===== src/rtl/paged_host_regs.sv =====
module paged_host_regs #(
  parameter int          WA_W       = 5,
  parameter int          PAGE_WORDS = 8,
  parameter logic [15:0] HW_ID      = 16'hA5C3,
  parameter logic [11:0] CHIP_ID    = 12'h6E1
) (
  input  logic            clk,
  input  logic            rst_n,
  input  logic [WA_W-1:0] host_waddr,
  input  logic            host_wr,
  input  logic [15:0]     host_wdata,
  output logic [15:0]     host_rdata,
  output logic [15:0]     opt_lo,
  output logic [15:0]     opt_hi,
  output logic [15:0]     trace_q,
  output logic            core_rst_n,
  output logic            core_release,
  output logic            tx_pulse,
  output logic            adv_pulse,
  output logic            ee_pulse,
  input  logic            tx_done,
  input  logic            adv_done,
  input  logic            ee_done
);
  localparam int PAGES       = 8;
  localparam int PG_W        = 3;
  localparam int PW_W        = $clog2(PAGE_WORDS);
  localparam int FIRST_PAGED = 4;
  localparam int LAST_PAGED  = FIRST_PAGED + PAGE_WORDS - 1;
  localparam logic [15:0] CMD_MASK = 16'h0046;
  localparam logic [15:0] UP_MASK  = 16'hFE00;
  localparam logic [15:0] LO_MASK  = 16'h00FE;

  logic [PG_W-1:0]      page_q;
  logic [15:0]          pmem [PAGES*PAGE_WORDS];
  logic                 rst_prev;
  logic [2:0]           pulse_q;
  logic [15:0]          lo_next, hi_next, cmd_set, done_vec;
  logic [PG_W+PW_W-1:0] pidx;
  logic                 in_window;

  assign in_window = (int'(host_waddr) >= FIRST_PAGED) && (int'(host_waddr) <= LAST_PAGED);
  assign pidx      = {page_q, PW_W'(host_waddr - WA_W'(FIRST_PAGED))};

  always_comb begin
    if (host_waddr == WA_W'(0))      host_rdata = HW_ID;
    else if (host_waddr == WA_W'(1)) host_rdata = {CHIP_ID, 1'b0, page_q};
    else if (host_waddr == WA_W'(2)) host_rdata = opt_lo;
    else if (host_waddr == WA_W'(3)) host_rdata = opt_hi;
    else if (in_window)              host_rdata = pmem[pidx];
    else                             host_rdata = 16'h0000;
  end

  always_comb begin
    lo_next = host_wdata[8] ? (opt_lo | (host_wdata & UP_MASK))
                            : (opt_lo & ~(host_wdata & UP_MASK));
    lo_next = host_wdata[0] ? (lo_next | (host_wdata & LO_MASK))
                            : (lo_next & ~(host_wdata & LO_MASK));
  end

  assign cmd_set  = (host_wr && host_waddr == WA_W'(3)) ? (host_wdata & CMD_MASK & ~opt_hi) : 16'h0000;
  assign done_vec = {9'b0, ee_done, 3'b0, adv_done, tx_done, 1'b0};

  always_comb begin
    hi_next = (opt_hi & CMD_MASK & ~done_vec) | cmd_set;
    if (host_wr && host_waddr == WA_W'(3))
      hi_next = hi_next | (host_wdata & ~CMD_MASK);
    else
      hi_next = hi_next | (opt_hi & ~CMD_MASK);
  end

  always_ff @(posedge clk) begin
    if (!rst_n) begin
      page_q   <= '0;
      opt_lo   <= '0;
      opt_hi   <= '0;
      trace_q  <= '0;
      rst_prev <= 1'b0;
      pulse_q  <= '0;
      for (int i = 0; i < PAGES*PAGE_WORDS; i++) pmem[i] <= '0;
    end else begin
      rst_prev <= opt_lo[1];
      pulse_q  <= {cmd_set[6], cmd_set[2], cmd_set[1]};
      opt_hi   <= hi_next;
      if (host_wr) begin
        if (host_waddr == WA_W'(0)) trace_q <= host_wdata;
        if (host_waddr == WA_W'(1)) page_q  <= host_wdata[PG_W-1:0];
        if (host_waddr == WA_W'(2)) opt_lo  <= lo_next;
        if (in_window)              pmem[pidx] <= host_wdata;
      end
    end
  end

  assign core_rst_n   = opt_lo[1];
  assign core_release = opt_lo[1] & ~rst_prev;
  assign tx_pulse     = pulse_q[0];
  assign adv_pulse    = pulse_q[1];
  assign ee_pulse     = pulse_q[2];
endmodule



===== config.mk =====
export PLATFORM = sky130hd
export DESIGN_NAME = paged_host_regs
export DESIGN_NICKNAME = d
export VERILOG_FILES = /design/src/rtl/paged_host_regs.sv
export SDC_FILE = /design/constraint.sdc
export NUM_CORES = 2
export LEC_CHECK = 0
export BUFFER_PORTS_ARGS = -buffer_cell sky130_fd_sc_hd__buf_2
export CAP_MARGIN = 20
export CORE_ASPECT_RATIO = 0.5
export CORE_MARGIN = 2
export CORE_UTILIZATION = 65
export CTS_BUF_LIST = sky130_fd_sc_hd__clkbuf_8
export DETAILED_ROUTE_END_ITERATION = 6
export GPL_TIMING_DRIVEN = 1
export PLACE_DENSITY = 0.82
export SLEW_MARGIN = 20
export SYNTH_ARGS = -nofsm -noshare
export SYNTH_HDL_FRONTEND = slang
export SYNTH_SLANG_ARGS = --single-unit

===== constraint.sdc =====
create_clock -name clk -period 3.6 [get_ports clk]
set_clock_uncertainty 0.1 [all_clocks]
set_input_delay 0.36 -clock clk [delete_from_list [all_inputs] [get_ports clk]]
set_output_delay 0.36 -clock clk [all_outputs]
set_load 0.1 [all_outputs]

# [Yosys cells after proc, flatten, opt, wreduce, memory -nomap -nowiden]
# Memory sizes are Yosys's and may differ from the RTL's.
# Cells that the tools add are included.
[op_classes] n_lt_le_gt_ge=2 add_sub_neg=1 muxes=17 eq_ne=3 reduce_logical=7 n_bitwise=15
[ops] operator="$mux W16" count=10
[ops] operator="$or A16 B16 Y16" count=4
[ops] operator="$and A16 B16 Y16" count=2
[ops] operator="$and A7 B16 Y16" count=2
[ops] operator="$not A16 Y16" count=2
[ops] operator="$not A7 Y16" count=1
[ops] operator="$not A8 Y16" count=1
[ops] operator="$or A16 B8 Y16" count=1
[ops] operator="$reduce_or A16 Y1" count=1
[ops] operator="$eq A5 B2 Y1 const B" count=2
[ops] operator="$mux W1" count=6
[ops] operator="$mux W6" count=1
[ops] operator="$reduce_and A2 Y1" count=3
[ops] operator="$eq A5 B1 Y1 const B" count=1
[ops] operator="$ge A5 B3 Y1 const B" count=1
[ops] operator="$le A5 B4 Y1 const B" count=1
[ops] operator="$logic_not A5 Y1" count=1
[ops] operator="$sub A3 B3 Y3 const B" count=1
[ops] operator="$logic_and A1 B1 Y1" count=2
[ops] operator="$and A1 B1 Y1" count=1
[ops] operator="$not A1 Y1" count=1
[word_totals] reg_bits=55 ram_bits=1024 memories=1 input_bits=27
[memory_table] name="pmem" words=64 width=16 rd=1 rd_ports_with_merged_regs=0 write_ports=64 line_no="35" text="logic [15:0] pmem [PAGES*PAGE_WORDS];"

# [Depth between registers and ports, before layout]
[logic_depth] ltp_word=8 depth_mapped=11 depth_no_buf=6

# [Worst setup path before layout]
# No wires, ideal clock.
[synth_path] path_kind="input port to output port" from="in host_waddr[0]" to="out host_rdata[7]" arrival_time_ps=3916 stages=9 t_required_ps=3140 slack_ps=-776 cell_sequence="buf_4 buf_6 buf_6 buf_6 buf_6 mux2i_1 a211oi_1 nor4_1 a222oi_1"
[synth_via] elab_chain_len=7
[synth_lines] element="from (decl)" line_no="9" text="input logic [WA_W-1:0] host_waddr,"
[synth_lines] element="$sub A3 B3 Y3, or another cell as far along" line_no="43" text="assign pidx = {page_q, PW_W'(host_waddr - WA_W'(FIRST_PAGED))};"
[synth_lines] element="$mem_v2 Z64 W16 / $logic_and A1 B1 Y1 (equally long branches)"
[synth_lines] element="$mux W16" line_no="50" text="else if (in_window) host_rdata = pmem[pidx];"
[synth_lines] element="$mux W16" line_no="49" text="else if (host_waddr == WA_W'(3)) host_rdata = opt_hi;"
[synth_lines] element="$mux W16" line_no="48" text="else if (host_waddr == WA_W'(2)) host_rdata = opt_lo;"
[synth_lines] element="$mux W16" line_no="47" text="else if (host_waddr == WA_W'(1)) host_rdata = {CHIP_ID, 1'b0, page_q};"
[synth_lines] element="$mux W16 (*)" line_no="46" text="if (host_waddr == WA_W'(0)) host_rdata = HW_ID;"
[synth_lines] element="to (decl)" line_no="12" text="output logic [15:0] host_rdata,"
# Mark *: on every way between the ends. The rest lies on a longest branch, timed or not.

# [Worst setup path after layout]
[layout_path] from="reg page_q[0]" to="out host_rdata[7]"
[layout_via] elab_chain_len=6
[layout_lines] element="from (decl)" line_no="34" text="logic [PG_W-1:0] page_q;"
[layout_lines] element="from (signal assigned)" line_no="87" text="if (host_waddr == WA_W'(1)) page_q <= host_wdata[PG_W-1:0];"
[layout_lines] element="$mem_v2 Z64 W16"
[layout_lines] element="$mux W16" line_no="50"
[layout_lines] element="$mux W16" line_no="49"
[layout_lines] element="$mux W16" line_no="48"
[layout_lines] element="$mux W16" line_no="47"
[layout_lines] element="$mux W16" line_no="46"
# Every way passes these cells.

==> summary.txt <==
Clock network
  – Num CTS Buffers: 146
  – CTS H-tree depth: 4
  – CTS tree: built
  – Clock insertion delay at the later pin of the skew report: 800 ps
  – Sink Count: 1077
  – CTS Buffer Depth: 3
  – Clk root buf: clkbuf_8
  – Worst-path clk slew: approximately 70 ps

Global routing
  – GRT Util Overall: 37.6%
  – GRT overflow: 0
  – First-pass GRT wire length: 210000 um
  – Vias in the first global route: 30600
  – Largest net degree at the start of global routing: 116
  – Initial antenna violation count: 5

Routing
  – Drt initial violations: approximately 5900
  – DRC violations left: 1
  – Vias post-DR: 32000
  – Drt pass-1 iters: 7
  – Post-route antenna net violation count: 0
  – Post-Route WL: 146000 um
  – Routed vias/inst: 6.71
  – Wire per inst: 30.7 um

STA
  – Final worst slack: -63.0 ps
  – Final setup fails: 5
  – Fin. Hold Viols: 0
  – Fmax: 273 MHz
  – Slew margin rel.: 18.2%
  – Min cycle time layout: around 3700 ps
  – RSZ-0062 raised after global routing: yes
  – Pins Over Slew Limit: 0
  – Period Utilization, post-route: 102%
  – Setup TNS: -169 ps
  – Worst-Margin Slew: about 1200 ps

Power and ir drop
  – Leak: 0.0210 uW
  – Total chip power: 24900 uW
  – Peak supply drop: between 300 and 400 uV
  – Combinational share of power: 8.5%
  – NetSw: 6110 uW
  – Int Power: 18800 uW
  – Clock power frac: 34.6%
  – PD cells: 446 mW/mm2
  – Reg power frac: a little under three fifths
  – Net Sw Frac: 24.5%

Die
  – Ports: 96
  – DIE WIDTH: 394 um
  – Starting Density: 65.8%
  – Die Y: 199 um
  – Core Footprint: 0.0752 mm2
  – FP Rows: 71
  – Total Die Area: 0.0785 mm2

Synthesis
  – Synth area leaders: edfxtp_1, and2_1, mux4_2
  – Async S/R FF share, synth: 0%
  – Unique masters post-synth: 57
  – Post-synth EDFFs: 1024
  – YS warnings: 0
  – Post-synth top flop: edfxtp_1
  – #FFs+latches synth: ~1100
  – Most frequent cell after synthesis: and2_1
  – Post-synth top area share: 62.1%
  – Sequential share of the synthesized area: 64.3%
  – Cell area after synthesis: 0.0495 mm2
  – Syn_area_per_cell: 14.6 um2
  – Post-Synthesis Cells: 3383
  – Synth top cells by count: and2_1, edfxtp_1, mux4_2
  – Biggest area consumer among synthesized cells: edfxtp_1

Placed design
  – Pre-CTS WS: -299 ps
  – Post-DP Area: roughly 0.053 mm2
  – Port buffer count: between 90 and 100
  – HPWL after DPL: 93700 um
  – Gpl congestion: 1.04
  – Placed cells: 4484

Critical path
  – Crit-path max FO: 13
  – Cells on worst reg2reg path: 6
  – Setup crit start kind: flop
  – R2R Setup Slk: 780 ps
  – Critical path arrival: 3200 ps
  – Critical R2R Launch: page_q[2]
  – R2r endpoint: pmem[22][7]
  – CP endpoint kind: output pin
  – Worst setup path startpoint: page_q[0]
  – Worst endpoint required time: 3140 ps
  – Worst setup path class: reg -> out
  – CP endpoint: host_rdata[7]

Final layout
  – Layout area overhead: 12.8%
  – Final non-filler cell total: 4762
  – Fin area: 0.0558 mm2
  – Total Nets Final: 3656
  – Layout cell share with drive strength beyond 1: 24.3%

Status
  – Failing checks: DRC, setup timing
  – Outcome: finished, violations left

Job
  – Max cap viols: 0

Hold path
  – Hold Crit Class: in -> reg
-- power groups by stage --
stage | Clock, uW | Combinational [uW] | Sequential [uW]
5_1_grt | 9110 | 2160 | 14200
2_1_floorplan | 0 | 1130 | 14400
3_3_place_gp | 0 | 1970 | 14400
6_report | 8620 | 2120 | 14200
3_5_place_dp | 0 | 2000 | 14400
4_1_cts | 8590 | 2040 | 14200
-- per-stage QoR --
step | utilization (%) | hold WS [ps]
floorplan | - | 492
global placement | 69.8 | 349
detailed placement | 69.9 | 355
CTS | 73.9 | 18.8
global route | 74.2 | 50.0
finish | 74.2 | 71.6
-- layer usage --
metal | routed length [um] | share of wire (%) | global-route usage, % | vias to the layer above
li1 | - | - | - | 12800
met1 | 52000 | 36 | 52.2 | 15900
met2 | 64500 | 44 | 55.6 | 2766
met3 | 23500 | 16 | 12.7 | 425
met4 | 6080 | 4.2 | 14.5 | 0
met5 | 0 | 0 | 0 | -
-- placed cells by master, fill, tap and decap left out, types with 6 or more instances in the layout --
cell,count
mux4_2,236
edfxtp_1,1024
nor3_1,11
nand3_1,21
nand4_1,8
dlygate4sd3_1,6
buf_12,35
a21oi_2,6
dfxtp_1,50
buf_2,73
diode_2,6
o22ai_1,13
o21ai_0,16
a21boi_0,32
a22oi_1,46
clkinv_2,11
buf_6,12
clkinv_1,25
and2_1,1032
mux2i_1,110
nand2b_1,12
nor2_1,65
nand2_1,112
buf_4,287
nor2_2,21
inv_1,65
mux2_2,11
nor2b_1,30
clkbuf_8,151
o21ai_1,69
a211oi_1,7
a21oi_1,27
-- flip-flops by register name, indices dropped and copies added (netlist names), named ones only --
name,count
pmem,1024
pulse_q,3
page_q,3
opt_hi,16
rst_prev,1
trace_q,16
-- logic make-up after synthesis --
group | synth area share, %
xor gates and xnor gates | 0.0177
and+or+nand+nor | 16.1
DFF | 64.3
other | 0.00758
muxes | 13.2
buffers and inverters | 2.94
AOI/OAI and AO/OA | 3.48
-- worst min path at each step --
stage                start          end  slack [ps]  cells past startpoint
2_1_floorplan      tx_done    opt_hi[1]         490                      2
6_report             rst_n   trace_q[4]          70                      3
5_1_grt              rst_n   trace_q[4]          50                      3
3_5_place_dp   trace_q[14]  trace_q[14]         350                      2
4_1_cts              rst_n    opt_hi[3]          20                      3
3_3_place_gp   trace_q[15]  trace_q[15]         350                      2
-- layout make-up --
cell class | instances | area, um2
sequential | 1077 | 31800
inverter | 5 | 18.8
clock inverter | 102 | 467
tap | 1022 | 1280
fill | 4450 | 19400
clock buffer | 151 | 2080
timing repair buffer | 418 | 3520
multi-input combinational | 1981 | 16700
antenna | 6 | 15.0
-- worst max-delay path, stage by stage (launching register included) --
cell	delay (ps)
dfxtp_4	480
buf_12	200
nand3b_1	180
a211oi_2	240
buf_4	170
nor4_2	50
buf_4	140
a222oi_1	500
bufbuf_16	420
-- what timing repair did --
item                                    4_1_cts  5_1_grt
endpoints found under the setup margin       16       13
pin swaps                                     9        5
gates resized for setup                      75       35
cloned                                        1        0
buffers inserted                              6        5
endpoints found under the hold margin         9        0
hold buffers                                  6        0
No activity file was read; power rests on OpenSTA's default activity.
